<file path="config.mk">
export PLATFORM = sky130hd
export DESIGN_NAME = sar_adc_host
export DESIGN_NICKNAME = d
export VERILOG_FILES = /design/src/rtl/sar_host_pkg.sv /design/src/rtl/sar_sclk_gen.sv /design/src/rtl/sar_shift_in.sv /design/src/rtl/sar_adc_host.sv
export SDC_FILE = /design/constraint.sdc
export NUM_CORES = 1
export LEC_CHECK = 0
export BUFFER_PORTS_ARGS = -buffer_cell sky130_fd_sc_hd__buf_2
export CAP_MARGIN = 10
export CORE_ASPECT_RATIO = 0.5
export CORE_MARGIN = 1.5
export CORE_UTILIZATION = 50
export CTS_CLUSTER_SIZE = 40
export DETAILED_ROUTE_END_ITERATION = 8
export HOLD_SLACK_MARGIN = 0.05
export PLACE_DENSITY_LB_ADDON = 0.3
export SYNTH_ARGS = -nofsm -noshare
export SYNTH_HDL_FRONTEND = slang
export SYNTH_HIERARCHICAL = 1
export SYNTH_SLANG_ARGS = --single-unit
</file>
<file path="constraint.sdc">
create_clock -name clk -period 4.3 [get_ports clk]
set_input_delay 0.86 -clock clk [delete_from_list [all_inputs] [get_ports clk]]
set_output_delay 0.86 -clock clk [all_outputs]
set_load 0.005 [all_outputs]
</file>
<file path="src/rtl/sar_host_pkg.sv">
package sar_host_pkg;

    typedef enum logic [2:0] {
        ST_IDLE,
        ST_SEL_HI,
        ST_SEL_LO,
        ST_ACQ,
        ST_CONV,
        ST_READ,
        ST_DONE
    } host_state_e;

endpackage

</file>
<file path="src/rtl/sar_sclk_gen.sv">
module sar_sclk_gen #(
    parameter int unsigned HALF  = 2,
    parameter int unsigned NBITS = 10
) (
    input  logic clk,
    input  logic rst_n,
    input  logic run,
    output logic sclk,
    output logic rise_now,
    output logic last_fall
);
    localparam int unsigned HC_W = (HALF > 1) ? $clog2(HALF) : 1;
    localparam int unsigned EC_W = $clog2(NBITS + 1);
    localparam logic [HC_W-1:0] HC_LOAD = HC_W'(HALF - 1);
    localparam logic [EC_W-1:0] EC_LAST = EC_W'(NBITS);

    logic [HC_W-1:0] hc_q;
    logic [EC_W-1:0] edges_q;
    logic            sclk_q;
    logic            hit;
    logic            fall_now;

    always_comb begin
        hit       = (hc_q == '0);
        rise_now  = run && hit && !sclk_q;
        fall_now  = run && hit && sclk_q;
        last_fall = fall_now && (edges_q == EC_LAST);
    end

    always_ff @(posedge clk or negedge rst_n) begin
        if (!rst_n) begin
            hc_q    <= HC_LOAD;
            edges_q <= '0;
            sclk_q  <= 1'b0;
        end else if (!run) begin
            hc_q    <= HC_LOAD;
            edges_q <= '0;
            sclk_q  <= 1'b0;
        end else if (hit) begin
            hc_q   <= HC_LOAD;
            sclk_q <= ~sclk_q;
            if (!sclk_q) begin
                edges_q <= edges_q + 1'b1;
            end
        end else begin
            hc_q <= hc_q - 1'b1;
        end
    end

    assign sclk = sclk_q;

    // Never more rising edges than result bits in one read.
    assert_edge_limit_R6: assert property (@(posedge clk) disable iff (!rst_n)
        edges_q <= EC_LAST);

    // Clock returns low once the final bit has been clocked.
    assert_stop_low_R6: assert property (@(posedge clk) disable iff (!rst_n)
        last_fall |=> !sclk_q);

endmodule

</file>
<file path="src/rtl/sar_shift_in.sv">
module sar_shift_in #(
    parameter int unsigned W = 10
) (
    input  logic         clk,
    input  logic         rst_n,
    input  logic         capture,
    input  logic         din,
    output logic [W-1:0] word
);
    logic [W-1:0] sh_q;

    always_ff @(posedge clk or negedge rst_n) begin
        if (!rst_n) begin
            sh_q <= '0;
        end else if (capture) begin
            sh_q <= {sh_q[W-2:0], din};
        end
    end

    assign word = sh_q;

    // Register moves only on a sampling edge; idle data-line activity is ignored.
    assert_hold_idle_R9: assert property (@(posedge clk) disable iff (!rst_n)
        !capture |=> $stable(sh_q));

endmodule

</file>
<file path="src/rtl/sar_adc_host.sv">
module sar_adc_host
    import sar_host_pkg::*;
#(
    parameter int unsigned RES_W      = 10,
    parameter int unsigned SCLK_HALF  = 2,
    parameter int unsigned CNT_W      = 16,
    parameter int unsigned PULSE_CYC  = 2,
    parameter int unsigned PW         = 4,
    parameter logic [2*PW-1:0] SEL_PULSES = {4'd1, 4'd0}
) (
    input  logic             clk,
    input  logic             rst_n,
    input  logic             cmd_valid,
    output logic             cmd_ready,
    input  logic             cmd_sel,
    input  logic [CNT_W-1:0] cfg_acq_cycles,
    input  logic [CNT_W-1:0] cfg_conv_cycles,
    output logic             cnvst,
    output logic             sclk,
    input  logic             sdata,
    output logic             res_valid,
    input  logic             res_ready,
    output logic [RES_W-1:0] res_data,
    output logic             res_sel
);
    localparam int unsigned N_SEL = 2;
    localparam logic [CNT_W-1:0] PULSE_LOAD = CNT_W'(PULSE_CYC - 1);

    host_state_e      state_q, state_n;
    logic [CNT_W-1:0] cnt_q, cnt_n;
    logic [PW-1:0]    pulses_q, pulses_n;
    logic [CNT_W-1:0] acq_q, conv_q;
    logic             accept;
    logic             rd_run;
    logic             rise_now;
    logic             last_fall;
    logic [RES_W-1:0] shift_word;
    logic             cnvst_q;
    logic [RES_W-1:0] res_data_q;
    logic             res_sel_q;
    logic [PW-1:0]    pulse_tab [N_SEL];

    for (genvar g = 0; g < N_SEL; g++) begin : g_tab
        assign pulse_tab[g] = SEL_PULSES[g*PW +: PW];
    end

    function automatic logic [CNT_W-1:0] load_of(input logic [CNT_W-1:0] v);
        return (v == '0) ? '0 : v - 1'b1;
    endfunction

    assign cmd_ready = (state_q == ST_IDLE);
    assign res_valid = (state_q == ST_DONE);
    assign accept    = cmd_valid && cmd_ready;
    assign rd_run    = (state_q == ST_READ);

    sar_sclk_gen #(
        .HALF  (SCLK_HALF),
        .NBITS (RES_W)
    ) u_sclk (
        .clk       (clk),
        .rst_n     (rst_n),
        .run       (rd_run),
        .sclk      (sclk),
        .rise_now  (rise_now),
        .last_fall (last_fall)
    );

    sar_shift_in #(
        .W (RES_W)
    ) u_shift (
        .clk     (clk),
        .rst_n   (rst_n),
        .capture (rise_now),
        .din     (sdata),
        .word    (shift_word)
    );

    // Next-state and counter logic
    always_comb begin
        state_n  = state_q;
        cnt_n    = (cnt_q == '0) ? cnt_q : cnt_q - 1'b1;
        pulses_n = pulses_q;
        unique case (state_q)
            ST_IDLE: begin
                if (accept) begin
                    if (pulse_tab[cmd_sel] != '0) begin
                        state_n  = ST_SEL_HI;
                        cnt_n    = PULSE_LOAD;
                        pulses_n = pulse_tab[cmd_sel] - 1'b1;
                    end else begin
                        state_n = ST_ACQ;
                        cnt_n   = load_of(cfg_acq_cycles);
                    end
                end
            end
            ST_SEL_HI: begin
                if (cnt_q == '0) begin
                    state_n = ST_SEL_LO;
                    cnt_n   = PULSE_LOAD;
                end
            end
            ST_SEL_LO: begin
                if (cnt_q == '0) begin
                    if (pulses_q == '0) begin
                        state_n = ST_ACQ;
                        cnt_n   = load_of(acq_q);
                    end else begin
                        state_n  = ST_SEL_HI;
                        cnt_n    = PULSE_LOAD;
                        pulses_n = pulses_q - 1'b1;
                    end
                end
            end
            ST_ACQ: begin
                if (cnt_q == '0) begin
                    state_n = ST_CONV;
                    cnt_n   = load_of(conv_q);
                end
            end
            ST_CONV: begin
                if (cnt_q == '0) begin
                    state_n = ST_READ;
                end
            end
            ST_READ: begin
                if (last_fall) begin
                    state_n = ST_DONE;
                end
            end
            ST_DONE: begin
                if (res_ready) begin
                    state_n = ST_IDLE;
                end
            end
            default: state_n = ST_IDLE;
        endcase
    end

    // State register and latched command settings
    always_ff @(posedge clk or negedge rst_n) begin
        if (!rst_n) begin
            state_q  <= ST_IDLE;
            cnt_q    <= '0;
            pulses_q <= '0;
            acq_q    <= '0;
            conv_q   <= '0;
        end else begin
            state_q  <= state_n;
            cnt_q    <= cnt_n;
            pulses_q <= pulses_n;
            if (accept) begin
                acq_q  <= cfg_acq_cycles;
                conv_q <= cfg_conv_cycles;
            end
        end
    end

    // Registered outputs
    always_ff @(posedge clk or negedge rst_n) begin
        if (!rst_n) begin
            cnvst_q    <= 1'b0;
            res_data_q <= '0;
            res_sel_q  <= 1'b0;
        end else begin
            cnvst_q <= (state_n == ST_SEL_HI) || (state_n == ST_ACQ);
            if (last_fall) begin
                res_data_q <= shift_word;
            end
            if (accept) begin
                res_sel_q <= cmd_sel;
            end
        end
    end

    assign cnvst    = cnvst_q;
    assign res_data = res_data_q;
    assign res_sel  = res_sel_q;

    assert_idle_quiet_R1: assert property (@(posedge clk) disable iff (!rst_n)
        cmd_ready |-> (!cnvst && !sclk && !res_valid));

    assert_busy_block_R2: assert property (@(posedge clk) disable iff (!rst_n)
        (cmd_valid && cmd_ready) |=> !cmd_ready);

    assert_fall_quiet_R5: assert property (@(posedge clk) disable iff (!rst_n)
        $fell(cnvst) |-> (!sclk && !res_valid));

    assert_hold_result_R8: assert property (@(posedge clk) disable iff (!rst_n)
        (res_valid && !res_ready) |=> (res_valid && $stable(res_data) && $stable(res_sel)));

    assert_no_overlap_R10: assert property (@(posedge clk) disable iff (!rst_n)
        !(cnvst && sclk));

endmodule

</file>
Word level (Yosys, flattened, before mapping)
Cells that the tools add are included.
Storage, ports and cells
  flip-flop bits (word level): 83
  bits of input ports: 38
  output and inout bits: 15
  logic and storage cells: 92
Cells by class
  $add $sub $neg: 8
  order comparisons: 1
  eq/ne operators: 15
  muxes and demuxes: 36
  bitwise operators: 3
  reductions and logical operators: 17
Operators with widths (number)
  16-bit two-way mux: 10
  16-bit logical NOT: 4
  16-bit case mux with 4 select lines: 1
  16-bit by 1-bit subtractor with 16-bit output (second input constant): 4
  4-bit two-way mux: 9
  3-bit two-way mux: 7
  3-bit case mux with 7 select lines: 1
  3-bit by 2-bit == test with 1-bit output (second input constant): 3
  3-bit == test (second input constant): 3
  2-bit != test (second input constant): 4
  4-bit case mux with 2 select lines: 1
  4-bit by 1-bit subtractor with 4-bit output (second input constant): 2
  3-bit by 1-bit == test with 1-bit output (second input constant): 2
  1-bit logical AND: 5
  1-bit two-way mux: 5
  5-bit AND reduction: 1
  4-bit by 1-bit adder with 4-bit output (second input constant): 1
  4-bit == test (second input constant): 1
  4-bit logical NOT: 1
  2-bit two-way mux: 2
  2-bit by 1-bit != test with 1-bit output (second input constant): 2
  4-bit nonzero test: 1
  3-bit logical NOT: 1
  2-bit greater-or-equal comparator (second input constant): 1
  7 further kinds: 8

Longest topological paths before layout
  depth after elaboration: 10
  gate-level depth with buffers: 10

By module
Netlist, hierarchy kept.
Modules (own cells, without submodules)
  sar_adc_host: instances 1, cells each 502, area each 4344.2 µm², seq. area each 1676.6 µm²
  sar_shift_in: instances 1, cells each 21, area each 411.6 µm², seq. area each 250.2 µm²
  sar_sclk_gen: instances 1, cells each 29, area each 316.6 µm², seq. area each 151.4 µm²

Least setup slack after synthesis
No wires, ideal clock.
  path type: input to register
  from: input cfg_acq_cycles[0]
  to: register cnt_q[10]
  data arrival time: 2513 ps
  required time: 4174 ps
  slack: 1661 ps
  stages: 8
  buffers on the path: 0
  path through: inv_1 ha_1 nor3b_1 nand2_1 or4_1 xor2_1 o22ai_1 a311o_1
On the way
  cells in the longest elaborated chain, start to end: 5
  elaborated cells on any way between the ends: 6
RTL lines
  start, declared: RTL line sar_adc_host.sv:16  | input logic [CNT_W-1:0] cfg_acq_cycles,
  16-bit by 1-bit subtractor with 16-bit output or 16-bit logical NOT (tied branches): RTL line sar_adc_host.sv:48  | return (v == '0) ? '0 : v - 1'b1;
  16-bit two-way mux (*): RTL line sar_adc_host.sv:48
  16-bit two-way mux (*): RTL line sar_adc_host.sv:86  | if (pulse_tab[cmd_sel] != '0) begin
  16-bit two-way mux (*): RTL line sar_adc_host.sv:85  | if (accept) begin
  16-bit case mux with 4 select lines (*): RTL line sar_adc_host.sv:83  | unique case (state_q)
  via cnt_n[10]: RTL line sar_adc_host.sv:30  | logic [CNT_W-1:0] cnt_q, cnt_n;
  end signal, assigned: RTL line sar_adc_host.sv:149  | cnt_q <= cnt_n;
  end, declared: RTL line sar_adc_host.sv:30
Mark *: on every way through the listed nets, which the timed path passes. The rest lies on a longest branch.
A chain may end at the register's enable or synchronous reset.

Worst setup path in the final report
Same ends and word-level chain as after synthesis.

==> summary.txt <==
Status -> finished, final reports clean
Number of buffers between clock root and the deepest sink -> 2
Final cell count without fillers -> 742
Cell count after synthesis -> 552
Count of buffers added by post-CTS timing repair for setup -> 0
Global placer's final weighted congestion -> 0.8988
Most common cell after layout, fill and taps aside -> sky130_fd_sc_hd__nand2_1
Share of cells above drive strength 1 -> 0.2026
Antenna fix cells -> 0
Leading cell types in the layout, fill and taps excluded -> sky130_fd_sc_hd__nand2_1, sky130_fd_sc_hd__dfrtp_1, sky130_fd_sc_hd__buf_2, sky130_fd_sc_hd__nor2_1, sky130_fd_sc_hd__xnor2_1
Overall die area -> 0.01079 mm²
Number of top-level pins -> 53
Critical path required time -> 4530 ps
Startpoint of the lowest-slack register-to-register path -> state_q[2]$_DFF_PN0_
Total core area -> 0.009634 mm²
Area of the mapped netlist -> 0.005072 mm²
Final total power -> 3.595 mW
Count of routing violations after the opening detailed-route iteration -> 322
Chip Width -> 145.4 µm
Number of search-and-repair iterations in the first detailed-routing pass -> 5
Via count -> 4205
Capturing element type of the critical path -> flip-flop
PortBufs -> 52
#FFs+latches synth -> 83
Quantity of hold-fixing buffers added after cts -> 0
Min-delay src -> res_sel$_DFFE_PN0P_
Largest net degree at the start of global routing -> 84
Hold Path Class -> flip-flop to flip-flop
Clock slew seen by the registers of the worst setup and hold paths -> 70 ps
Placed wire-length estimate -> 9146 µm
Die outline height -> 74.22 µm
PD cells -> 622.6 mW/mm²
Count of final max-slew check failures -> 0
TritonCTS clock tree -> yes
Remaining DRCs -> 0
Launching element of the worst setup path -> cfg_acq_cycles[0]
Final nets -> 648
Total number of yosys warnings -> 6
Top FF cell, synth -> sky130_fd_sc_hd__dfrtp_1
Post-detailed-routing wire length -> 12480 µm
Critical setup path kind -> primary input to flip-flop
Worst slew slack as a fraction of its limit -> 0.2868
Post-route antenna net violation count -> 0
Average vias per placed instance -> 5.667
Total global routing track utilization -> 0.2463
Latest clock arrival within the worst-skew pair -> 350 ps
Fill cell instance count of the final layout -> 855
Final total negative setup slack -> 0 ps
WL per Instance -> 16.82 µm
Cell count after placement -> 726
Starting density of the core -> 0.5265
Total area of multi-input combinational cells -> 0.002877 mm²
Time the final worst path needs with I/O delays and setup -> 2994 ps
Slew at the pin with the worst max-slew slack -> 1070 ps
Sum of overflow across all layers after global routing -> 0
Final hold viol count -> 0
Post-synth net total -> 598
Sequential area share after synthesis -> 0.4097
Vias in the first global route -> 3933
Avg Synthesized Cell Area -> 9.189 µm²
Core occupancy in the finished layout -> 0.5994
Setup Skew -> 7.308 ps
Number of buffers created by CTS -> 9
Biggest fanout along the worst timing path -> 13
Unrepaired setup endpoints after global routing -> no
Clock root buffer master -> sky130_fd_sc_hd__clkbuf_16
Antenna violations before repair -> 0
Number of endpoints failing setup at the final stage -> 0
# clock sinks -> 83
Count of flip-flops with a built-in enable after synthesis -> 0
Max IR drop VDD -> 0.2613 mV
Ys async rst share -> 1.000
Final critical-path share of the clock period -> 0.6963
Layout area overhead -> 13.84%
Maximum clock frequency -> 334.0 MHz
Count of H-tree levels built during CTS -> 3
Signal arrival time at the worst endpoint -> 3230 ps
First-pass GRT wire length -> 20420 µm
Kind of launch point of the worst setup path -> primary input
Storage cell area -> 0.002078 mm²
Leak pwr -> 2.600 nW
Max-cap violation count -> 0
Number of library cell types mapped by synthesis -> 68
Cells resized by post-CTS repair -> 0
Number of cell rows -> 25
[area by class of cell]
| cell class | instances | share of cell area |
|---|---|---|
| clock buffers | 9 | 0.03900 |
| clock inverters | 7 | 0.01582 |
| inverters | 11 | 0.007151 |
| multi-input cells | 441 | 0.4982 |
| flip-flops and latches | 83 | 0.3599 |
| well taps | 135 | 0.02925 |
| repair buffers | 56 | 0.05070 |
[worst paths after layout]
check / cells after the start / end / slack, ps
max in group asynchronous: 1 / acq_q[6]$_DFFE_PN0P_ / 2910
setup / recovery: 8 / cnt_q[10]$_DFF_PN0_ / 1310
min in group asynchronous: 1 / u_sclk/edges_q[1]$_DFFE_PN0P_ / 690
hold reg to reg: 2 / res_sel$_DFFE_PN0P_ / 500
setup reg to reg: 4 / res_data[3]$_DFFE_PN0P_ / 1550
hold / removal: 2 / res_sel$_DFFE_PN0P_ / 500
[Yosys cell counts, drive strengths merged (9+ instances only)]
cell,number,area [µm²]
a21oi,13,68.82
clkbuf,9,33.78
dfrtp,82,2052
inv,11,41.29
mux2,23,300.3
nand2,127,479.2
nand2b,10,62.56
nand3,12,60.06
nor2,38,152.6
nor3,18,105.1
nor4,17,148.9
o21ai,17,103.9
o22ai,18,112.6
xnor2,27,236.5
xor2,22,192.7
[worst max-delay path, cell delays in order]
cell and delay (ps):
sky130_fd_sc_hd__buf_2 120, sky130_fd_sc_hd__inv_1 70, sky130_fd_sc_hd__ha_1 180, sky130_fd_sc_hd__nor3b_1 530
sky130_fd_sc_hd__nand4b_1 340, sky130_fd_sc_hd__o21ai_2 590, sky130_fd_sc_hd__o22ai_1 190, sky130_fd_sc_hd__a311o_1 340
[state kept, by name (all words and copies together) (netlist names)]
| register | flops |
|---|---|
| u_sclk/edges_q | 4 |
| u_sclk/sclk | 1 |
| res_data | 10 |
| cnt_q | 16 |
| u_shift/word | 10 |
| cnvst | 1 |
| acq_q | 16 |
| pulses_q | 4 |
| conv_q | 16 |
| state_q | 3 |
| res_sel | 1 |
| u_sclk/hc_q | 1 |
[metrics by stage]
stage	cell area [µm²]	hold slack, ps	setup slack, ps
after floorplan	5072	464.0	1661
after global placement	5458	489.0	1152
after detailed placement	5458	490.7	988.3
after CTS	5774	510.5	1349
after global routing	5774	524.0	1160
final	5774	496.1	1306
[power by group]
group	internal [mW]	total (mW)	switching [mW]
clock	0.469	0.831	0.363
sequential	1.03	1.41	0.376
combinational	0.612	1.35	0.743
total	2.11	3.60	1.48
[layer usage]
| metal | GRT usage | vias to the layer above | wire length, µm |
|---|---|---|---|
| met5 | 0 | - | 0 |
| met1 | 0.3424 | 2006 | 5965 |
| met4 | 0.07710 | 0 | 187 |
| met2 | 0.3820 | 139 | 5391 |
| li1 | - | 2041 | - |
| met3 | 0.06503 | 19 | 937 |
[cells by family (layout without fill, tap and decap cells)]
| family | count (synthesis) | after routing | share of synthesized area |
|---|---|---|---|
| simple gates | 278 | 278 | 0.2893 |
| buf+inv | 28 | 83 | 0.02417 |
| mux | 28 | 28 | 0.06907 |
| flops | 83 | 83 | 0.4097 |
| xor+xnor | 49 | 49 | 0.08461 |
| compound gates | 78 | 78 | 0.1034 |
| fa+ha+maj | 8 | 8 | 0.01973 |
Note: power is estimated with default switching activity, not from simulation.
